**src/rtl/bwt_pkg.sv**
```systemverilog
package bwt_pkg;
  localparam int unsigned LIMIT_W = 5;

  typedef enum logic {
    ERR_PULSE = 1'b0,
    ERR_HOLD  = 1'b1
  } err_style_e;
endpackage

```
**src/rtl/bwt_countdown.sv**
```systemverilog
module bwt_countdown #(
  parameter int unsigned W = 5
) (
  input  logic         clk,
  input  logic         rst,
  input  logic         active,
  input  logic [W-1:0] limit,
  output logic         hit
);
  localparam logic [W-1:0] ONE  = W'(1);
  localparam logic [W-1:0] ZERO = '0;

  logic [W-1:0] cnt_q;
  logic         done_q;

  // Expiry: access open, not yet fired, last cycle of the window.
  assign hit = active && !done_q && (cnt_q == ONE);

  always_ff @(posedge clk) begin
    if (rst) begin
      cnt_q  <= limit;
      done_q <= 1'b0;
    end else if (!active) begin
      cnt_q  <= limit;
      done_q <= 1'b0;
    end else if (hit) begin
      cnt_q  <= ZERO;
      done_q <= 1'b1;
    end else if (!done_q && cnt_q != ZERO) begin
      cnt_q <= cnt_q - ONE;
    end
  end

  // a zero preset can never expire on the following cycle
  p_zero_silent_r8: assert property (@(posedge clk) disable iff (rst)
    (!active && limit == ZERO) |=> !hit);

  // no second expiry right after one
  p_once_r4: assert property (@(posedge clk) disable iff (rst)
    hit |=> !hit);
endmodule

```
**src/rtl/bwt_errout.sv**
```systemverilog
module bwt_errout
  import bwt_pkg::*;
(
  input  logic       clk,
  input  logic       rst,
  input  logic       hit,
  input  logic       err_en,
  input  err_style_e style,
  input  logic       ack,
  output logic       err_n
);
  logic hold_q;
  logic pulse_q;
  logic set_hold;
  logic set_pulse;

  assign set_hold  = hit && err_en && (style == ERR_HOLD);
  assign set_pulse = hit && err_en && (style == ERR_PULSE);

  always_ff @(posedge clk) begin
    if (rst) begin
      hold_q  <= 1'b0;
      pulse_q <= 1'b0;
    end else begin
      pulse_q <= set_pulse;
      if (set_hold)
        hold_q <= 1'b1;
      else if (ack)
        hold_q <= 1'b0;
    end
  end

  assign err_n = ~(hold_q | pulse_q);

  // a held error persists until acknowledged
  p_hold_keep_r7: assert property (@(posedge clk) disable iff (rst)
    (hold_q && !ack) |=> hold_q);

  // a pulse-style error lasts one cycle
  p_pulse_width_r6: assert property (@(posedge clk) disable iff (rst)
    pulse_q |=> !pulse_q);
endmodule

```
**src/rtl/bus_watch_timer.sv**
```systemverilog
module bus_watch_timer
  import bwt_pkg::*;
#(
  parameter int unsigned CNT_W = LIMIT_W
) (
  input  logic             clk,
  input  logic             rst,
  input  logic             bus_active,
  input  logic [CNT_W-1:0] cfg_limit,
  input  logic             cfg_err_en,
  input  logic             cfg_rdy_en,
  input  logic             cfg_level,
  input  logic             err_ack,
  output logic             force_rdy,
  output logic             bus_err_n
);
  logic       hit;
  logic       rdy_q;
  err_style_e style;

  assign style = err_style_e'(cfg_level);

  bwt_countdown #(.W(CNT_W)) u_cnt (
    .clk    (clk),
    .rst    (rst),
    .active (bus_active),
    .limit  (cfg_limit),
    .hit    (hit)
  );

  bwt_errout u_err (
    .clk    (clk),
    .rst    (rst),
    .hit    (hit),
    .err_en (cfg_err_en),
    .style  (style),
    .ack    (err_ack),
    .err_n  (bus_err_n)
  );

  always_ff @(posedge clk) begin
    if (rst) rdy_q <= 1'b0;
    else     rdy_q <= hit && cfg_rdy_en;
  end

  assign force_rdy = rdy_q;

  // a forced ready only follows an edge with the access open
  p_rdy_needs_access_r2: assert property (@(posedge clk) disable iff (rst)
    $rose(force_rdy) |-> $past(bus_active));

  // ready is a single-cycle pulse
  p_rdy_single_r4: assert property (@(posedge clk) disable iff (rst)
    force_rdy |=> !force_rdy);

  // ready stays low when its enable was off
  p_rdy_gate_r5: assert property (@(posedge clk) disable iff (rst)
    !cfg_rdy_en |=> !force_rdy);
endmodule

```
**config.mk**
```make
export PLATFORM = sky130hd
export DESIGN_NAME = bus_watch_timer
export DESIGN_NICKNAME = d
export VERILOG_FILES = /design/src/rtl/bwt_pkg.sv /design/src/rtl/bwt_countdown.sv /design/src/rtl/bwt_errout.sv /design/src/rtl/bus_watch_timer.sv
export SDC_FILE = /design/constraint.sdc
export NUM_CORES = 1
export LEC_CHECK = 0
export BUFFER_PORTS_ARGS = -buffer_cell sky130_fd_sc_hd__clkbuf_2
export CAP_MARGIN = 20
export CORE_AREA = 2 2 39 41
export CTS_CLUSTER_SIZE = 14
export DETAILED_ROUTE_END_ITERATION = 10
export DIE_AREA = 0 0 41 43
export GPL_TIMING_DRIVEN = 0
export PLACE_DENSITY = 0.56
export SYNTH_ARGS = -nofsm -noshare
export SYNTH_HDL_FRONTEND = slang
export SYNTH_SLANG_ARGS = --single-unit
```
**constraint.sdc**
```tcl
create_clock -name clk -period 2.5 [get_ports clk]
set_input_delay 0.75 -clock clk [delete_from_list [all_inputs] [get_ports clk]]
set_output_delay 0.75 -clock clk [all_outputs]
set_load 0.01 [all_outputs]
```
# After elaboration in Yosys (flattened, before gate mapping)
# Cells that the tools add are included.
# Widths: inputs -> output; s select.
[op_classes]
n_bitwise = 4
reduce_logical = 11
add_sub_neg = 1
mux = 6
n_eq_ne = 2
[op_table]
columns = ["op", "count"]
rows = [
  ["$mux 5", 4],
  ["$logic_and 1x1->1", 7],
  ["$eq 5x1->1 const B", 1],
  ["$reduce_bool 5->1", 1],
  ["$sub 5x1->5 const B", 1],
  ["$ne 4x2->1 const B", 1],
  ["$not 1->1", 3],
  ["$mux 1", 2],
  ["$reduce_bool 2->1", 1],
  ["$reduce_or 2->1", 1],
  ["$logic_not 1->1", 1],
  ["$or 1x1->1", 1],
]
[totals]
reg_bits = 9
word_cells = 29
in_bits = 12

# Depth between registers and ports, before layout
# Gate-level depths: netlist of the first run.
[depth]
ltp_word = 6
depth_mapped = 6
depth_no_buf = 5

# Cells and area by module
# A second synthesis of the first run with hierarchy kept.
[hier_totals]
hier_cells = 44
hier_area_um2 = 462.9
[by_module_without_submodules]
columns = ["mod", "area_each_um2", "instances", "cells_each", "seq_area_each_um2"]
rows = [
  ["bwt_countdown", 365.4, 1, 34, 170.2],
  ["bwt_errout", 68.8, 1, 8, 40.0],
  ["bus_watch_timer", 28.8, 1, 2, 20.0],
]

# Worst setup path after synthesis of the first run
# OpenSTA, ideal clock, no wires.
[synth_path]
kind = "in2reg"
from = "input bus_active"
to = "register u_cnt.cnt_q[0], enable pin"
path_slack_ns = 0.637
setup_time_ns = 0.278
arrival_time_ns = 1.585
stages = 4
n_path_buf = 1
path_cell_list = "and3b_1 > and2_4 > buf_6 > or3_1"
[synth_between]
elab_chain_cells = 3
[synth_lines]
columns = ["element", "line_no", "text"]
rows = [
  ["start, declared", "bus_watch_timer.sv:8", "input logic bus_active,"],
  ["$logic_and 1x1->1 (2 in a row)", "bwt_countdown.sv:17", "assign hit = active && !done_q && (cnt_q == ONE);"],
  ["$ne 4x2->1 (no line) (*)", "-", ""],
  ["end signal, assigned", "bwt_countdown.sv:21", "cnt_q <= limit;"],
  ["end signal, assigned", "bwt_countdown.sv:24", "cnt_q <= limit;"],
  ["end signal, assigned", "bwt_countdown.sv:30", "cnt_q <= cnt_q - ONE;"],
  ["end, declared", "bwt_countdown.sv:13", "logic [W-1:0] cnt_q;"],
]
# Mark *: on every way between the ends. The rest lies on a longest branch, timed or not.
# A chain may end at the register's enable or synchronous reset.

# Worst setup path in the final report of the first run
[layout_path]
from = "register u_cnt.cnt_q[0]"
to = "register u_cnt.cnt_q[3], enable pin"
[layout_between]
elab_chain_cells = 3
word_cells_on_any_way = 5
cone_classes = "eq/ne: 2; reduce/logical: 3"
[layout_lines]
columns = ["element", "line_no"]
rows = [
  ["$eq 5x1->1 or $reduce_bool 5->1 (tied branches)", "bwt_countdown.sv:17, bwt_countdown.sv:29"],
  ["$logic_and 1x1->1 (on tied branches)", "bwt_countdown.sv:17, bwt_countdown.sv:29"],
  ["$ne 4x2->1 (no line) (*)", "-"],
]
# Marks and branches as above.

==> flow_summary_export.csv, run 1 <==
group,metric,value,unit
layout,layout-drive-gt1-share,0.344,
global_routing,grt_pass1_vias,304,
yosys,synth_xor_xnor_area_share,0.0545,
routing,drcViolationCount,0,
worst_setup_path,crit_arrival,1860,ps
power_and_ir_drop,p_leak,0.000262,uW
layout,final_common_cell,"clkbuf_2",
yosys,synth_compound_area_frac,0.114,
worst_hold_path,holdCritPathClass,"reg2reg",
die,fp.dieW,41,um
sta,fin_tns_setup,0,ps
global_routing,track_usage,0.122,
power_and_ir_drop,seqPwrFrac,0.518,
power_and_ir_drop,combPwrFrac,0.138,
routing,drtIter0Drc,3,
worst_setup_path,critPathMaxFanout,8,
yosys,synthMuxAreaShare,0,
sta,slew-limit-headroom,0.738,
power_and_ir_drop,clockPowerShare,0.344,
worst_setup_path,critPathCaptureType,"flop",
routing,vias,354,
yosys,synth.distinct_cells,23,
global_routing,antenna_found_initial,0,
clock_network,clock_latency,260,ps
yosys,synth_area_leader_cell,"edfxtp_1",
yosys,syn_area,482,um2
worst_setup_path,startpoint_type,"flop",
sta,finalMaxSlewViolations,0,
clock_network,cts.path.max_buffers,2,
yosys,yosys.area_share.simple,0.229,
global_routing,grt_max_degree,11,
place,dp_hpwl,634,um
layout,nets,77,
sta,fin_crit_sh,0.748,
sta,setup_viol,0,
clock_network,post_cts_resized,0,
sta,rsz0062_at_grt,"false",
place,place_congestion,0.649,
clock_network,cts_buffers,3,
die,initial_core_util,0.348,
worst_setup_path,criticalPathCategory,"reg2reg",
die,rows,14,
layout,most-common-layout-cells,"clkbuf_2 (13), nand2_1 (5), edfxtp_1 (5)",
yosys,yosysTopAreaCellShare,0.312,
run,cap_violations,0,
global_routing,grt_first_pass_wirelength,1.30,mm
sta,finalHoldViolations,0,
routing,drt-vias-per-instance,4.60,
clock_network,root_buffer,"clkbuf_4",
sta,fmax,534,MHz
worst_setup_path,worstPathRequired,2490,ps
clock_network,clkTransAtPathRegs,60,ps
routing,postRouteAntennaNets,0,
power_and_ir_drop,powerDensity,576,mW/mm2
sta,hold_ws,483,ps
die,coreArea,0.00138,mm2
routing,wirelength,880,um
clock_network,h-tree-depth,1,
global_routing,grt_overflow,0,
yosys,yosys_register_bits,9,
clock_network,clock-sinks,9,
yosys,syn_inst,44,
clock_network,cts_hold_buffers,0,
power_and_ir_drop,peakVddDrop,243,uV
power_and_ir_drop,switching_share,0.254,
die,io_pins,14,
yosys,ys_warn_count,0,
place,port_buffers,13,
status,status,"complete, no violations",
yosys,avgSynthCellArea,10.9,um2
clock_network,postCtsSetupBuffers,0,
clock_network,cts_tree,"yes",
sta,final.min_clock_period,1870,ps
yosys,synth_top_family_by_area,"simple AND/OR/NAND/NOR gates",
sta,worst_slew_pin_slew,393,ps
yosys,synth_area_leaders,"edfxtp_1 (31%), dfxtp_1 (17%), ha_1 (7.8%)",
layout,diodes,0,
die,die_h,43,um
layout,syn2layout_area_growth,23.1,%
power_and_ir_drop,internal_power,255,uW
die,dieArea,0.00176,mm2
yosys,syn_nets,59,
yosys,yosysSeqAreaShare,0.478,
power_and_ir_drop,netSwitchingPower,86.7,uW
routing,wl_per_cell,11.4,um
yosys,synth_fa_ha_area_frac,0.0779,
routing,firstDrtPassIters,2,
sta,clock_skew,0.450,ps
## cells in the mapped netlist
library cell,number
nand4_1,1
buf_6,1
xnor2_1,3
o21ai_0,1
edfxtp_1,5
nor2_1,1
and2_4,1
nor3_1,1
dfxtp_1,4
o31ai_1,4
inv_1,2
and3b_2,1
nand2b_1,2
clkbuf_1,1
nand2_1,5
ha_1,3
and3b_1,1
and4bb_1,1
nor3_2,1
o21ba_2,1
or3_1,1
a21oi_1,2
nor3b_1,1
## cell families (layout without fill, tap and decap cells)
family / count (synthesis) / count (layout)
xor+xnor: 3 / 3
buf+inv: 4 / 21
flops: 9 / 9
simple gates: 17 / 17
fa+ha+maj: 3 / 3
compound gates: 8 / 8
## layer usage
| layer | vias to the layer above | part of all wire | track usage |
|---|---|---|---|
| met3 | 5 | 0.041 | 0.0471 |
| li1 | 191 | - | - |
| met1 | 149 | 0.48 | 0.145 |
| met5 | - | 0 | 0 |
| met2 | 9 | 0.43 | 0.156 |
| met4 | 0 | 0.041 | 0.120 |
## power by group through the flow
| stage | combinational (uW) | sequential, uW | clock [uW] |
|---|---|---|---|
| 4_1_cts | 48.0 | 177 | 121 |
| 3_5_place_dp | 47.4 | 180 | 0 |
| 5_1_grt | 53.4 | 178 | 128 |
| 6_report | 47.2 | 177 | 118 |
| 3_3_place_gp | 46.6 | 180 | 0 |
| 2_1_floorplan | 32.6 | 178 | 0 |
## state kept, by name, summed over array words and instances, names as in the netlist
name	flops
u_err.pulse_q	1
u_cnt.cnt_q	5
force_rdy	1
u_cnt.done_q	1
u_err.hold_q	1
## area by class of cell
type,instances,area (um2)
inverter,2,7.51
buffer,2,15.0
multi-input combinational,31,229
sequential,9,230
tap,16,20.0
timing repair buffer,13,65.1
clock buffer,4,26.3
fill,145,791
## worst max-delay path, stage by stage (launching register included)
cell	delay, ps
edfxtp_1	440
ha_1	230
and3b_1	180
and2_4	150
buf_6	130
or3_1	460
## worst paths after layout
path / slack, ps / end / start / cells after the start
worst max-delay path: 630 / u_cnt.cnt_q[3]$_DFFE_PP_ / u_cnt.cnt_q[0]$_DFFE_PP_ / 5
worst min-delay path: 480 / u_err.hold_q$_SDFFE_PP0P_ / u_err.hold_q$_SDFFE_PP0P_ / 2
worst max register to register: 630 / u_cnt.cnt_q[3]$_DFFE_PP_ / u_cnt.cnt_q[0]$_DFFE_PP_ / 5
worst min register to register: 480 / u_err.hold_q$_SDFFE_PP0P_ / u_err.hold_q$_SDFFE_PP0P_ / 2
## stage by stage
stage,setup WS (ps),cell area (um2),util,cells,total power [uW]
floorplan,637,482,-,44,211
global placement,453,567,0.410,73,227
detailed placement,458,567,0.410,73,228
CTS,618,593,0.429,77,346
global route,538,593,0.429,77,360
finish,629,593,0.429,77,342
Note: power is estimated with default switching activity, not from simulation.
==> run 2, diff against run 1 <==
PLACE_DENSITY = 0.58   (was 0.56)
clock period = 1.58 ns   (was 2.5 ns; I/O delays follow)
==> run 2 against run 1 <==
Fmax grew 21%. Critical path depth down 1. Largest power group unchanged. Critical endpoint is now u_cnt.cnt_q[2]$_DFFE_PP_. Cell count up 3.9%. Non-clock buffer count is 3 higher.
==> flow_summary_export.csv, run 2 (synthesis gave the netlist of run 1 again) <==
group,metric,value,unit
sta,finalHoldViolations,0,
worst_setup_path,crit_path_end,"u_cnt.cnt_q[2]$_DFFE_PP_",
die,rows,14,
routing,drtIter0Drc,8,
die,fp.dieW,41,um
routing,drt-vias-per-instance,4.78,
power_and_ir_drop,peakVddDrop,413,uV
layout,diodes,0,
worst_setup_path,r2r_start,"u_cnt.cnt_q[0]$_DFFE_PP_",
clock_network,clkTransAtPathRegs,60,ps
global_routing,antenna_found_initial,0,
routing,met1Wirelength,443,um
routing,highest_layer,"met4",
layout,nets,80,
sta,fmax,645,MHz
layout,syn2layout_area_growth,29.6,%
die,dieArea,0.00176,mm2
clock_network,cts_hold_buffers,0,
layout,layout-drive-gt1-share,0.438,
worst_setup_path,regToRegEndpoint,"u_cnt.cnt_q[2]$_DFFE_PP_",
clock_network,cts_buffers,3,
global_routing,grt_max_degree,11,
layout,regMostFlops,"u_cnt.cnt_q",
layout,final_common_cell,"clkbuf_2",
worst_setup_path,startpoint,"u_cnt.cnt_q[0]$_DFFE_PP_",
sta,fin_tns_setup,0,ps
place,port_buffers,13,
clock_network,clock_latency,270,ps
sta,fin_crit_sh,0.981,
sta,final.min_clock_period,1550,ps
worst_setup_path,criticalPathCategory,"reg2reg",
worst_setup_path,critPathMaxFanout,5,
die,io_pins,14,
global_routing,grt_first_pass_wirelength,1.54,mm
worst_setup_path,startpoint_type,"flop",
sta,slew-limit-headroom,0.728,
place,place_congestion,0.673,
layout,final_core_util,0.451,
worst_setup_path,rrSetupSlack,30,ps
routing,wl_met3,30,um
clock_network,h-tree-depth,1,
die,die_h,43,um
global_routing,track_usage,0.138,
layout,most-common-layout-cells,"clkbuf_2 (13), nand2_1 (5), edfxtp_1 (5)",
routing,vias,382,
status,status,"complete, no violations",
routing,wl_met2,487,um
routing,wl_per_cell,12.4,um
die,coreArea,0.00138,mm2
power_and_ir_drop,p_leak,0.000277,uW
clock_network,cts.path.max_buffers,2,
routing,wirelength,995,um
clock_network,root_buffer,"clkbuf_4",
sta,setup_viol,0,
global_routing,grt_overflow,0,
power_and_ir_drop,total_power,559,uW
clock_network,cts_tree,"yes",
sta,worst_slew_pin_slew,408,ps
worst_setup_path,crit_arrival,1570,ps
clock_network,clock-sinks,9,
place,dp_hpwl,652,um
routing,postRouteAntennaNets,0,
run,cap_violations,0,
sta,rsz0062_at_grt,"true",
worst_setup_path,worstPathRequired,1600,ps
routing,firstDrtPassIters,3,
die,initial_core_util,0.348,
worst_setup_path,rr_worst_depth,4,
sta,clock_skew,1.48,ps
routing,drcViolationCount,0,
sta,finalMaxSlewViolations,0,
layout,largest_reg_flops,5,
worst_setup_path,critPathCaptureType,"flop",
global_routing,grt_pass1_vias,377,
power_and_ir_drop,powerDensity,895,mW/mm2
worst_hold_path,holdCritPathClass,"in2reg",
## run 2: final cells by class
class | count | area, um2
sequential | 9 | 230
inverter | 2 | 7.51
buffer | 1 | 3.75
multi-input combinational | 31 | 241
tap | 16 | 20.0
clock buffer | 4 | 26.3
fill | 138 | 759
timing repair buffer | 17 | 95.1
## run 2: per-layer routing
metal	GRT usage	vias up
met2	0.200	8
met1	0.160	170
met3	0.0314	5
li1	-	199
met5	0	-
met4	0.120	0
## run 2: how the worst min path moves through the flow
stage                                           end  depth (start not counted)                       from
after floorplan           u_err.hold_q$_SDFFE_PP0P_                          2  u_err.hold_q$_SDFFE_PP0P_
after global placement    u_err.hold_q$_SDFFE_PP0P_                          2  u_err.hold_q$_SDFFE_PP0P_
after detailed placement  u_err.hold_q$_SDFFE_PP0P_                          2  u_err.hold_q$_SDFFE_PP0P_
after CTS                 u_err.hold_q$_SDFFE_PP0P_                          2                        rst
after global routing      u_err.hold_q$_SDFFE_PP0P_                          2                        rst
final                     u_err.hold_q$_SDFFE_PP0P_                          2                        rst
## run 2: per-stage QoR
step	instance area [um2]	std cells	setup WS, ps	hold slack, ps
detailed placement	574	73	-179	473
finish	624	80	29.8	414
global placement	574	73	-182	468
global route	624	80	-36.9	407
CTS	619	80	33.5	397
floorplan	489	44	-90.7	439
## run 2: timing repair
action,in CTS,in global routing
pin swaps,2,0
endpoints found under the setup margin,5,4
gates resized for setup,1,1
setup buffers,4,0
## run 2: power by group
part	internal (uW)	total [uW]	switching, uW
registers	265	281	15.9
logic	49.8	89.5	39.6
clock network	97.9	188	90.4
## run 2: worst max-delay path, stage by stage, from the launching register on
cell and delay (ps):
edfxtp_1 410, ha_2 200, and3b_1 170, and2_4 160, or3_4 370
==> run 3, diff against run 2 <==
PLACE_DENSITY = 0.57   (was 0.58)
SYNTH_HIERARCHICAL = 1   (was default)
==> run 3 against run 2 <==
The flow now finishes with violations (negative setup slack). Clock skew rose by 0.53 ps. Clock-buffer cell count did not move. Setup slack got worse by 37 ps. Fmax fell by 2.3%. Global-route usage fell by 0.79 points. Non-clock buffer count rose by 2. Clock power fell by 6%. Worst hold slack got worse by 22 ps. Design area rose by 2.6%. Critical endpoint is now u_cnt/cnt_q[4]$_DFFE_PP_.
==> flow_summary_export.csv, run 3 <==
group,metric,value,unit
routing,drtIter0Drc,9,
worst_setup_path,crit_path_top_delay_cell,"edfxtp_1",
status,violations,"negative setup slack",
place,place_congestion,0.677,
worst_setup_path,crit_arrival,1590,ps
die,die_h,43,um
sta,setup_viol,5,
die,coreArea,0.00138,mm2
layout,final_common_cell,"clkbuf_2",
worst_setup_path,critPathTopFamily,"simple AND/OR/NAND/NOR gates",
place,placedCellCount,73,
die,fp.dieW,41,um
sta,final.min_clock_period,1590,ps
run,cap_violations,0,
worst_setup_path,path_cells,"ha_4 -> and4b_1 -> buf_6 -> or3_4",
clock_network,clock_latency,250,ps
routing,wirelength,953,um
routing,drcViolationCount,0,
clock_network,cts_buffers,3,
global_routing,antenna_found_initial,0,
sta,slew-limit-headroom,0.721,
die,rows,14,
sta,layout_setup_ws,-7.32,ps
worst_setup_path,criticalPathCategory,"reg2reg",
global_routing,track_usage,0.130,
power_and_ir_drop,internal_power,416,uW
yosys,syn_nets,59,
yosys,yosysTopAreaCellShare,0.324,
status,status,"finished, violations left",
worst_hold_path,whs_path_depth,2,
routing,wl_per_cell,11.6,um
clock_network,h-tree-depth,1,
routing,drt-vias-per-instance,4.80,
power_and_ir_drop,powerDensity,862,mW/mm2
sta,finalHoldViolations,0,
routing,vias,394,
yosys,syn_area,463,um2
power_and_ir_drop,p_leak,0.000277,uW
place,dp_hpwl,661,um
layout,nets,82,
yosys,ys_warn_count,6,
layout,layout-drive-gt1-share,0.439,
sta,finalMaxSlewViolations,0,
die,io_pins,14,
sta,hold_ws,392,ps
yosys,yosys_register_bits,9,
power_and_ir_drop,peakVddDrop,324,uV
yosys,synth_area_leader_cell,"edfxtp_1",
sta,worst_slew_pin_slew,419,ps
worst_setup_path,rr_worst_depth,4,
global_routing,grt_pass1_vias,340,
layout,regMostFlops,"u_cnt/cnt_q",
power_and_ir_drop,switching_share,0.247,
clock_network,root_buffer,"clkbuf_4",
layout,most-common-layout-cells,"clkbuf_2 (13), nand2_1 (6), edfxtp_1 (5)",
worst_setup_path,r2r_start,"u_cnt/cnt_q[0]$_DFFE_PP_",
yosys,yosysSeqAreaShare,0.497,
layout,stdcell_count,82,
clock_network,cts_tree,"yes",
yosys,synth_flop_cell,"edfxtp_1",
yosys,synthArstFlopShare,0,
worst_setup_path,path_buf_inv,1,
yosys,avgSynthCellArea,10.5,um2
routing,postRouteAntennaNets,0,
layout,diodes,0,
routing,firstDrtPassIters,4,
global_routing,grt_overflow,0,
sta,fmax,630,MHz
global_routing,grt_first_pass_wirelength,1.45,mm
power_and_ir_drop,seqPwrFrac,0.509,
worst_setup_path,regToRegEndpoint,"u_cnt/cnt_q[4]$_DFFE_PP_",
layout,final_core_util,0.463,
power_and_ir_drop,clockPowerShare,0.321,
die,initial_core_util,0.335,
global_routing,grt_max_degree,11,
clock_network,clkTransAtPathRegs,60,ps
yosys,yosysMostFrequentCell,"nand2_1",
power_and_ir_drop,total_power,552,uW
sta,rsz0062_at_grt,"true",
worst_setup_path,rrSetupSlack,-7,ps
power_and_ir_drop,combPwrFrac,0.170,
worst_setup_path,critPathMaxFanout,5,
yosys,synth_edf_count,5,
yosys,synth_area_leaders,"edfxtp_1 (32%), dfxtp_1 (17%), ha_1 (8.1%)",
worst_hold_path,min-delay-start,"cfg_level",
worst_setup_path,worstPathRequired,1580,ps
yosys,synth.distinct_cells,20,
worst_setup_path,startpoint_type,"flop",
worst_setup_path,critPathCaptureType,"flop",
die,dieArea,0.00176,mm2
layout,largest_reg_flops,5,
clock_network,clock-sinks,9,
place,port_buffers,13,
clock_network,cts_hold_buffers,0,
layout,syn2layout_area_growth,38.4,%
sta,fin_tns_setup,-27.0,ps
sta,clock_skew,2.01,ps
yosys,syn_inst,44,
yosys,synth_common_cells,"nand2_1 (6), edfxtp_1 (5), dfxtp_1 (4), o31ai_1 (4)",
clock_network,cts.path.max_buffers,2,
worst_hold_path,hold_end,"u_err/pulse_q$_SDFF_PP0_",
sta,fin_crit_sh,1.00,
worst_setup_path,cpPeakStageDelay,440,ps
worst_hold_path,holdCritPathClass,"in2reg",
power_and_ir_drop,netSwitchingPower,136,uW
-- run 3: layer usage --
| layer | wire length [um] | GRT usage |
|---|---|---|
| met1 | 389 | 0.154 |
| met2 | 488 | 0.191 |
| met3 | 63 | 0.0314 |
| met4 | 12 | 0.100 |
| met5 | 0 | 0 |
-- run 3: per-stage QoR --
stage,worst slack [ps],cell area (um2)
2_1_floorplan,13.3,468
3_3_place_gp,-71.8,553
3_5_place_dp,-102,553
4_1_cts,4.34,592
5_1_grt,-45.6,641
6_report,-7.32,641
-- run 3: repair_timing --
action / 4_1_cts / 5_1_grt
setup endpoints to repair: 5 / 6
endpoints found under the hold margin: 0 / 0
resized for setup: 1 / 6
pin swaps: 1 / 2
setup buffers: 1 / 4
-- run 3: how the worst max path moves through the flow --
stage | endpoint | slack (ps) | cells past startpoint | from
2_1_floorplan | u_cnt/cnt_q[0]$_DFFE_PP_ | 10 | 4 | u_cnt/cnt_q[0]$_DFFE_PP_
3_3_place_gp | u_cnt/cnt_q[3]$_DFFE_PP_ | -70 | 4 | u_cnt/cnt_q[0]$_DFFE_PP_
3_5_place_dp | u_cnt/cnt_q[3]$_DFFE_PP_ | -100 | 4 | u_cnt/cnt_q[0]$_DFFE_PP_
4_1_cts | u_cnt/cnt_q[3]$_DFFE_PP_ | 4 | 4 | u_cnt/cnt_q[0]$_DFFE_PP_
5_1_grt | u_cnt/cnt_q[3]$_DFFE_PP_ | -50 | 4 | u_cnt/cnt_q[0]$_DFFE_PP_
6_report | u_cnt/cnt_q[4]$_DFFE_PP_ | -7 | 4 | u_cnt/cnt_q[0]$_DFFE_PP_
-- run 3: area by class of cell --
cell class                      count  area, um2
Buffer                              2       15.0
Clock buffer                        4       26.3
Fill cell                         144        743
Inverter                            2       7.51
Multi-Input combinational cell     31        235
Sequential cell                     9        230
Tap cell                           16       20.0
Timing Repair Buffer               18        106
-- run 3: logic make-up (layout without fill, tap and decap cells) --
logic type               count (synthesis)  count (layout)  share of synthesized area
AND/OR/NAND/NOR                         17              17                      0.197
AO/OA/AOI/OAI                            8               8                      0.119
buffers and inverters                    4              26                     0.0486
adder cells (fa/ha/maj)                  3               3                     0.0811
flip-flops                               9               9                      0.497
XOR/XNOR                                 3               3                     0.0568
-- run 3: power by group through the flow --
stage / Combinational, uW / Clock, uW / Sequential, uW
floorplan: 48.3 / 0 / 280
global placement: 69.7 / 0 / 284
detailed placement: 72.3 / 0 / 284
CTS: 78.9 / 184 / 279
global route: 108 / 198 / 283
finish: 93.7 / 177 / 281
